## src/rtl/qe_pkg.sv

```systemverilog
package qe_pkg;

    typedef logic [7:0] qe_byte_t;

    localparam qe_byte_t OP_WREN = 8'h06;
    localparam qe_byte_t OP_RDSR = 8'h05;
    localparam qe_byte_t OP_WRSR = 8'h01;
    localparam qe_byte_t OP_RDCR = 8'h35;
    localparam qe_byte_t MASK_A  = 8'h40;
    localparam qe_byte_t MASK_B  = 8'h02;
    localparam qe_byte_t DUMMY   = 8'h00;
    localparam int       BUSY_BIT = 0;

    typedef enum logic [3:0] {
        ST_IDLE,
        ST_RD_OP,
        ST_RD_DAT,
        ST_WEN,
        ST_WR_OP,
        ST_WR_B1,
        ST_WR_B2,
        ST_POLL_OP,
        ST_POLL_DAT,
        ST_VFY_OP,
        ST_VFY_DAT,
        ST_DONE
    } qe_state_e;

endpackage

```

## src/rtl/qe_spi_byte.sv

```systemverilog
module qe_spi_byte #(
    parameter int BYTE_W = 8
) (
    input  logic              clk,
    input  logic              rst_n,
    input  logic              req,
    input  logic [BYTE_W-1:0] tx,
    input  logic              last,
    output logic              byte_done,
    output logic [BYTE_W-1:0] rx,
    output logic              sclk,
    output logic              cs_n,
    output logic              mosi,
    input  logic              miso
);
    localparam int CNT_W = $clog2(BYTE_W);

    typedef enum logic {EN_IDLE, EN_SHIFT} eng_e;

    eng_e              st;
    logic [BYTE_W-1:0] sh_q;
    logic [BYTE_W-1:0] rx_q;
    logic [CNT_W-1:0]  bit_q;
    logic              last_q;
    logic              sclk_q;
    logic              cs_q;

    assign mosi      = sh_q[BYTE_W-1];
    assign sclk      = sclk_q;
    assign cs_n      = cs_q;
    assign rx        = rx_q;
    assign byte_done = (st == EN_SHIFT) && sclk_q && (bit_q == '0);

    always_ff @(posedge clk or negedge rst_n) begin
        if (!rst_n) begin
            st     <= EN_IDLE;
            sh_q   <= '0;
            rx_q   <= '0;
            bit_q  <= '0;
            last_q <= 1'b0;
            sclk_q <= 1'b0;
            cs_q   <= 1'b1;
        end else begin
            unique case (st)
                EN_IDLE: begin
                    if (req) begin
                        cs_q   <= 1'b0;
                        sh_q   <= tx;
                        last_q <= last;
                        bit_q  <= CNT_W'(BYTE_W - 1);
                        st     <= EN_SHIFT;
                    end
                end
                EN_SHIFT: begin
                    if (!sclk_q) begin
                        sclk_q <= 1'b1;
                        rx_q   <= {rx_q[BYTE_W-2:0], miso};
                    end else begin
                        sclk_q <= 1'b0;
                        if (bit_q == '0) begin
                            st <= EN_IDLE;
                            if (last_q) cs_q <= 1'b1;
                        end else begin
                            bit_q <= bit_q - 1'b1;
                            sh_q  <= {sh_q[BYTE_W-2:0], 1'b0};
                        end
                    end
                end
            endcase
        end
    end
endmodule

```

## src/rtl/qe_poll_timer.sv

```systemverilog
module qe_poll_timer #(
    parameter int LIMIT = 1000
) (
    input  logic clk,
    input  logic rst_n,
    input  logic clr,
    input  logic tick,
    output logic last
);
    localparam int CW = $clog2(LIMIT + 1);

    logic [CW-1:0] cnt_q;

    always_ff @(posedge clk or negedge rst_n) begin
        if (!rst_n)     cnt_q <= '0;
        else if (clr)   cnt_q <= '0;
        else if (tick)  cnt_q <= cnt_q + 1'b1;
    end

    assign last = (cnt_q == CW'(LIMIT - 1));
endmodule

```

## src/rtl/qe_ctrl.sv

```systemverilog
module qe_ctrl
    import qe_pkg::*;
#(
    parameter int               VID_W         = 8,
    parameter logic [VID_W-1:0] VENDOR_A_CODE = 8'h5A
) (
    input  logic             clk,
    input  logic             rst_n,
    input  logic             start,
    input  logic             host_quad,
    input  logic             dev_quad,
    input  logic [VID_W-1:0] vendor_id,
    output logic             eng_req,
    output qe_byte_t         eng_tx,
    output logic             eng_last,
    input  logic             eng_done,
    input  qe_byte_t         eng_rx,
    output logic             tmr_clr,
    output logic             tmr_tick,
    input  logic             tmr_last,
    output logic             done,
    output logic             quad_ok,
    output logic             error
);
    qe_state_e state, nxt;
    logic      path_a_q;
    qe_byte_t  sr_q;
    logic      caps;
    logic      busy;

    assign caps = host_quad && dev_quad;
    assign busy = eng_rx[BUSY_BIT];

    always_ff @(posedge clk or negedge rst_n) begin
        if (!rst_n) state <= ST_IDLE;
        else        state <= nxt;
    end

    always_comb begin
        nxt = state;
        unique case (state)
            ST_IDLE:     if (start) nxt = !caps ? ST_DONE
                                         : (vendor_id == VENDOR_A_CODE) ? ST_RD_OP : ST_WEN;
            ST_RD_OP:    if (eng_done) nxt = ST_RD_DAT;
            ST_RD_DAT:   if (eng_done) nxt = ST_WEN;
            ST_WEN:      if (eng_done) nxt = ST_WR_OP;
            ST_WR_OP:    if (eng_done) nxt = ST_WR_B1;
            ST_WR_B1:    if (eng_done) nxt = path_a_q ? ST_POLL_OP : ST_WR_B2;
            ST_WR_B2:    if (eng_done) nxt = ST_VFY_OP;
            ST_POLL_OP:  if (eng_done) nxt = ST_POLL_DAT;
            ST_POLL_DAT: if (eng_done) nxt = !busy ? ST_VFY_OP
                                           : tmr_last ? ST_DONE : ST_POLL_OP;
            ST_VFY_OP:   if (eng_done) nxt = ST_VFY_DAT;
            ST_VFY_DAT:  if (eng_done) nxt = ST_DONE;
            ST_DONE:     nxt = ST_DONE;
            default:     nxt = ST_IDLE;
        endcase
    end

    always_comb begin
        eng_req  = (state != ST_IDLE) && (state != ST_DONE);
        eng_tx   = DUMMY;
        eng_last = 1'b0;
        unique case (state)
            ST_RD_OP:    eng_tx = OP_RDSR;
            ST_RD_DAT:   eng_last = 1'b1;
            ST_WEN:      begin eng_tx = OP_WREN; eng_last = 1'b1; end
            ST_WR_OP:    eng_tx = OP_WRSR;
            ST_WR_B1:    begin eng_tx = path_a_q ? (sr_q | MASK_A) : DUMMY; eng_last = path_a_q; end
            ST_WR_B2:    begin eng_tx = MASK_B; eng_last = 1'b1; end
            ST_POLL_OP:  eng_tx = OP_RDSR;
            ST_POLL_DAT: eng_last = 1'b1;
            ST_VFY_OP:   eng_tx = path_a_q ? OP_RDSR : OP_RDCR;
            ST_VFY_DAT:  eng_last = 1'b1;
            default:     ;
        endcase
        tmr_clr  = (state == ST_IDLE);
        tmr_tick = (state == ST_POLL_DAT) && eng_done && busy;
    end

    always_ff @(posedge clk or negedge rst_n) begin
        if (!rst_n) begin
            done     <= 1'b0;
            quad_ok  <= 1'b0;
            error    <= 1'b0;
            path_a_q <= 1'b0;
            sr_q     <= '0;
        end else begin
            if (state == ST_IDLE && start) begin
                path_a_q <= (vendor_id == VENDOR_A_CODE);
                if (!caps) done <= 1'b1;
            end
            if (state == ST_RD_DAT && eng_done) sr_q <= eng_rx;
            if (state == ST_POLL_DAT && eng_done && busy && tmr_last) begin
                done  <= 1'b1;
                error <= 1'b1;
            end
            if (state == ST_VFY_DAT && eng_done) begin
                done <= 1'b1;
                if ((eng_rx & (path_a_q ? MASK_A : MASK_B)) != '0) quad_ok <= 1'b1;
                else                                               error   <= 1'b1;
            end
        end
    end
endmodule

```

## src/rtl/qe_init_seq.sv

```systemverilog
module qe_init_seq
    import qe_pkg::*;
#(
    parameter int               VID_W         = 8,
    parameter logic [VID_W-1:0] VENDOR_A_CODE = 8'h5A,
    parameter int               POLL_LIMIT    = 1000
) (
    input  logic             clk,
    input  logic             rst_n,
    input  logic             start,
    input  logic             host_quad,
    input  logic             dev_quad,
    input  logic [VID_W-1:0] vendor_id,
    output logic             sclk,
    output logic             cs_n,
    output logic             mosi,
    input  logic             miso,
    output logic             done,
    output logic             quad_ok,
    output logic             error
);
    localparam int BYTE_W = $bits(qe_byte_t);

    logic     eng_req, eng_last, eng_done;
    qe_byte_t eng_tx, eng_rx;
    logic     tmr_clr, tmr_tick, tmr_last;

    qe_ctrl #(.VID_W(VID_W), .VENDOR_A_CODE(VENDOR_A_CODE)) ctrl_i (
        .clk(clk), .rst_n(rst_n), .start(start), .host_quad(host_quad),
        .dev_quad(dev_quad), .vendor_id(vendor_id),
        .eng_req(eng_req), .eng_tx(eng_tx), .eng_last(eng_last),
        .eng_done(eng_done), .eng_rx(eng_rx),
        .tmr_clr(tmr_clr), .tmr_tick(tmr_tick), .tmr_last(tmr_last),
        .done(done), .quad_ok(quad_ok), .error(error)
    );

    qe_spi_byte #(.BYTE_W(BYTE_W)) eng_i (
        .clk(clk), .rst_n(rst_n), .req(eng_req), .tx(eng_tx), .last(eng_last),
        .byte_done(eng_done), .rx(eng_rx),
        .sclk(sclk), .cs_n(cs_n), .mosi(mosi), .miso(miso)
    );

    qe_poll_timer #(.LIMIT(POLL_LIMIT)) tmr_i (
        .clk(clk), .rst_n(rst_n), .clr(tmr_clr), .tick(tmr_tick), .last(tmr_last)
    );
endmodule

```

## config.mk

```make
export PLATFORM = sky130hd
export DESIGN_NAME = qe_init_seq
export DESIGN_NICKNAME = d
export VERILOG_FILES = /design/src/rtl/qe_pkg.sv /design/src/rtl/qe_spi_byte.sv /design/src/rtl/qe_poll_timer.sv /design/src/rtl/qe_ctrl.sv /design/src/rtl/qe_init_seq.sv
export SDC_FILE = /design/constraint.sdc
export NUM_CORES = 1
export LEC_CHECK = 0
export ABC_CLOCK_PERIOD_IN_PS = 1700
export BUFFER_PORTS_ARGS = -buffer_cell sky130_fd_sc_hd__buf_2
export CAP_MARGIN = 10
export CELL_PAD_IN_SITES_DETAIL_PLACEMENT = 1
export CELL_PAD_IN_SITES_GLOBAL_PLACEMENT = 1
export CORE_MARGIN = 5
export CORE_UTILIZATION = 42
export CTS_BUF_LIST = sky130_fd_sc_hd__clkbuf_8 sky130_fd_sc_hd__clkbuf_16
export CTS_CLUSTER_DIAMETER = 200
export DETAILED_ROUTE_END_ITERATION = 12
export PLACE_DENSITY = 0.73
export SLEW_MARGIN = 20
export SYNTH_ARGS = -nofsm -noshare
export SYNTH_HDL_FRONTEND = slang
export SYNTH_SLANG_ARGS = --single-unit
```

## constraint.sdc

```tcl
create_clock -name clk -period 1.7 [get_ports clk]
set_input_delay 0 -clock clk [delete_from_list [all_inputs] [get_ports clk]]
set_output_delay 0 -clock clk [all_outputs]
set_load 0.02 [all_outputs]
```

# Word-level counts from Yosys, hierarchy flattened
# Cells that the tools add are included.
# classes
add_sub_neg	2
n_eq_ne	31
muxes	49
bitwise_logic	3
reduce_logical	25
# op_table
operator	n
two-way mux 4 bit	14
case mux 4 bit (12 select lines)	1
case mux 8 bit (6 select lines)	1
two-way mux 8 bit	4
two-way mux 10 bit	2
inequality test 2 x 1 -> 1 bit (second input constant)	10
equality test 4 x 3 -> 1 bit (second input constant)	4
equality test 4 bit (second input constant)	4
two-way mux 1 bit	16
case mux 8 bit (2 select lines)	1
inequality test 2 bit (second input constant)	6
AND reduction 11 bit	1
adder 10 x 1 -> 10 bit (second input constant)	1
equality test 10 bit (second input constant)	1
logical AND 1 bit	10
two-way mux 3 bit	3
bitwise AND 8 bit	1
equality test 4 x 2 -> 1 bit (second input constant)	2
equality test 8 x 7 -> 1 bit (second input constant)	1
AND reduction 2 bit	4
nonzero test 8 bit	1
two-way mux 7 bit	1
two-way mux 6 bit	1
case mux 1 bit (2 select lines)	3
other kinds (16)	17
# totals
reg_bits	49
inputBits	14
out_inout_bits	6
elab_cells	124

# Depth between registers and ports, before layout
# depth
depth_word	8
depth_mapped	7

# Hierarchy
# A second synthesis with hierarchy kept.
# hier_totals
cells_unflattened	238
area_unflattened_um2	2628.8
# modules_own_cells
module	instances	cells_each	area_each_um2	seq_area_each_um2
qe_ctrl	1	112	1064.8	375.4
qe_spi_byte	1	75	1037.2	576.8
qe_poll_timer	1	51	526.8	250.2

# Worst setup path before layout
# Ideal clock, no wire load.
# synth_timing
path_type	register -> register
start	register eng_i.bit_q[0]
end	register ctrl_i.sr_q[0]
setup_time_ns	0.125
arrival_ns	1.689
required_time_ns	1.575
slack_ns	-0.114
stages_incl_launch_ff	7
synth_period_minus_slack_ns	1.814
cell_sequence	dfrtp_1 inv_1 ha_1 and4b_1 or4b_1 buf_4 mux2_4
# synth_between
elab_chain_cells	3
# synth_rtl
element	line	text
start: declaration	qe_spi_byte.sv:23	logic [CNT_W-1:0] bit_q;
start signal: assignment	qe_spi_byte.sv:50	bit_q <= CNT_W'(BYTE_W - 1);
start signal: assignment	qe_spi_byte.sv:64	bit_q <= bit_q - 1'b1;
zero test 3 bit	qe_spi_byte.sv:32	assign byte_done = (st == EN_SHIFT) && sclk_q && (bit_q == '0);
logical AND 1 bit	qe_spi_byte.sv:32	
logical AND 1 bit	qe_ctrl.sv:93	if (state == ST_RD_DAT && eng_done) sr_q <= eng_rx;
end signal: assignment	qe_ctrl.sv:93	
end: declaration	qe_ctrl.sv:27	qe_byte_t sr_q;
# Every way passes these cells.
# A chain may end at the register's enable or synchronous reset.

# Final worst setup path
# layout_timing
start	register eng_i.bit_q[1]
end	register ctrl_i.state[0]
# layout_between
elab_chain_cells	4
elab_cells_between_ends	13
cone_classes	eq/ne: 10; reduce/logical: 3
# layout_rtl
element	line	text
zero test 3 bit (*)	qe_spi_byte.sv:32	
logical AND 1 bit (*)	qe_spi_byte.sv:32	
inequality test 2 x 1 -> 1 bit (no source line)	n/a	
AND reduction 11 bit (no source line) (*)	n/a	
end signal: assignment	qe_ctrl.sv:36	else state <= nxt;
end: declaration	qe_ctrl.sv:25	qe_state_e state, nxt;
# Every way passes the cells marked *; elsewhere a longest branch is shown, timed or not.

==> results.md <==
* Status: finished, violations left
* Violations in the final reports: setup timing
* Final Non-Filler Cells at 405
* PortBufs at 19
* Final setup vio count at 18
* Switching Power at 2090 uW
* Initial DRT Pass Iterations at 4
* Clock Skew at 0.00661 ns
* Row count at 28
* Req. time, crit path at 1.94 ns
* Min Tclk post-route at 1.90 ns
* Mean routed wirelength per cell at 19.3 um
* MaxCap Viol Count at 0
* DR iter-0 viols at 83
* Flop pwr share at about a third
* Post-route setup slack at -0.202 ns
* Share of cells above drive strength 1 at 43.3%
* Minimum hold slack at 0.0410 ns
* Max VDD drop at 708 uV
* Commonest non-fill, non-tap cell in the layout: buf_4
* Die Footprint at 7710 um2
* DR vias/cell at 5.60
* Register area share after synthesis at a little under half
* Clock slew at reported path FFs at 0.09 ns
* Final period util at 112%
* Dpl cells at 379
* HP Class: input pin to register
* PwrDens at 1500 nW/um2
* EDFF count, synth at 0
* Total area of sequential cells at between 1000 and 1500 um2
* Initial Util at 42.9%
* CTS Buf Count at 5
* Initial antenna violation count at 0
* Die Wd at 87.8 um
* Largest net degree at the start of global routing at 35
* Fmax at 0.526 GHz
* Ant. Diodes at 0
* Clk Latency, worst-skew pair at 0.30 ns
* Largest buffer count on any clock path at 2
* Kind of critical path: register to register
* Post-synth net total at 269
* First-pass GRT wire length at 11900 um
* DR vias at 2267
* Synth-to-layout area growth at 38.4%
* Leak at between 0.0015 and 0.002 uW
* Yosys warns at 0
* Syn Inst Count at 252
* Vias in the first global route at approximately 2.4k
* Die height at between 80 and 90 um
* Final hold viol count at 0
* Logic pwr share at 53.0%
* Core Region at 5920 um2
* Crit start category: register
* Post-layout nets at 346
* Top FF cell, synth: dfrtp_1
* # clock sinks at 48
* CTS H-tree lvls at 2
* Most frequent cells in the layout: buf_4 (53), dfrtp_1 (42), nand2_1 (37), buf_2 (19), mux2_4 (12)
* Clk pwr share at 14.1%
* Pins Over Slew Limit at 0
* Internal power at 3210 uW
* Worst Max-Slew Pin Slew at around 0.5 ns
* Multi-input logic area at roughly 1400 um2
* WP data arrival at 2.15 ns
* Clk Tree Root Cell: clkbuf_8
* Seq cells post-synth at 48
* GR Overflow Total at 0
* Fin area at ~3500 um2
* Post-Route WL at ~7800 um
* Tot Pwr at approximately 5300 uW
* Endpoint class of the critical path: register
* Ys async rst share at 100%
* Net Sw Frac at a little under 40%
* Synth cell types at 57
* Synth Cell Area at between 2000 and 3000 um2
* DRC at 0
* Cell Area, Placed at 3020 um2
* Gr usage total at about a fifth
* Post-DP HPWL at 4930 um
* # IOs at 20
* Final RePlAce weighted congestion at 0.848
* Critical Path Fanout Max at 7
* RSZ-0062 raised after global routing: true
* Antenna-violating nets left at 0
* CTS tree: built
* Avg Synthesized Cell Area at 10.1 um2
* Fill cells at 645
* Slew margin rel. at about two thirds
[power by group through the flow]
stage / registers (uW) / clock network, uW / logic (uW)
2_1_floorplan: 1700 / 0 / 1320
4_1_cts: 1740 / 770 / 2360
3_3_place_gp: 1720 / 0 / 2100
6_report: 1740 / 749 / 2810
5_1_grt: 1780 / 804 / 3040
3_5_place_dp: 1750 / 0 / 2160
[cells by family (layout without fill, tap and decap cells)]
group / Yosys count / count (layout) / synth area share, %
buffers and inverters: 24 / 102 / 4.23
and+or+nand+nor: 100 / 100 / 22.2
DFF: 48 / 48 / 47.3
muxes: 17 / 17 / 8.42
adders and majority gates: 3 / 3 / 1.48
AOI/OAI and AO/OA: 55 / 55 / 14.7
xor gates and xnor gates: 5 / 5 / 1.72
[registers in the layout, indices dropped and copies added, names as in the netlist]
name	flops
tmr_i.cnt_q	10
ctrl_i.state	4
ctrl_i.done	1
ctrl_i.path_a_q	1
ctrl_i.sr_q	7
eng_i.sclk	1
ctrl_i.error	1
eng_i.sh_q	8
eng_i.st	1
eng_i.last_q	1
eng_i.bit_q	3
ctrl_i.quad_ok	1
eng_i.cs_n	1
eng_i.rx	8
[cells in the mapped netlist (5+ instances only)]
| cell | instances | area [um2] |
|---|---|---|
| nand3_1 | 8 | 40.0 |
| nand2b_1 | 8 | 50.1 |
| nor2_1 | 9 | 33.8 |
| mux2_4 | 7 | 105 |
| or3_1 | 5 | 31.3 |
| a21oi_1 | 15 | 75.1 |
| o21ai_0 | 8 | 40.0 |
| nand4_1 | 5 | 31.3 |
| mux2_2 | 7 | 78.8 |
| inv_1 | 8 | 30.0 |
| dfrtp_1 | 47 | 1180 |
| clkbuf_1 | 10 | 37.5 |
| nand2_1 | 37 | 139 |
[timing repair]
action	4_1_cts	5_1_grt
hold buffers	5	0
setup endpoints to repair	27	28
hold endpoints to repair	34	0
pin swaps	4	13
buffers inserted	3	13
cloned	0	0
gates resized for setup	27	35
[worst paths after layout]
path	endpoint	cells past startpoint	slack [ns]	startpoint
min in group asynchronous	ctrl_i.state[3]$_DFFE_PN0P_	3	0.26	rst_n
min	ctrl_i.path_a_q$_DFFE_PN0P_	4	0.04	vendor_id[2]
max	ctrl_i.state[0]$_DFFE_PN0P_	9	-0.20	eng_i.bit_q[1]$_DFFE_PN0P_
max reg2reg	ctrl_i.state[0]$_DFFE_PN0P_	9	-0.20	eng_i.bit_q[1]$_DFFE_PN0P_
max in group asynchronous	ctrl_i.sr_q[5]$_DFFE_PN0P_	4	0.87	rst_n
min reg2reg	ctrl_i.error$_DFF_PN0_	2	0.48	ctrl_i.error$_DFF_PN0_
[per-layer routing]
metal / GRT usage, % / part of all wire [%] / wire length [um]
met1: 24.7 / 43 / 3380
met2: 34.2 / 52 / 4100
met3: 3.01 / 2.2 / 170
met4: 7.67 / 2.2 / 170
met5: 0 / 0 / 0
[area by class of cell]
type | count | share of cell area (%)
Clock inverter | 2 | 0.391
Inverter | 8 | 0.853
Multi-Input combinational cell | 180 | 41.0
Tap cell | 75 | 2.67
Sequential cell | 48 | 34.3
Timing Repair Buffer | 86 | 18.4
Clock buffer | 6 | 2.35
[critical path, stage by stage (launching register included)]
cell,delay [ns]
dfrtp_1,0.41
inv_2,0.10
ha_4,0.13
and4b_1,0.22
buf_6,0.14
buf_4,0.11
a211oi_2,0.04
buf_4,0.16
a2111oi_1,0.37
a211o_1,0.16
[through the flow]
stage	setup slack, ns	TNS [ns]	utilization [%]
floorplan	-0.0842	-0.618	-
global placement	-0.137	-1.72	51.1
detailed placement	-0.190	-2.52	51.1
CTS	-0.162	-1.61	55.9
global route	-0.271	-3.69	59.4
finish	-0.202	-2.17	59.4
Power figures use the tool's default switching activity.
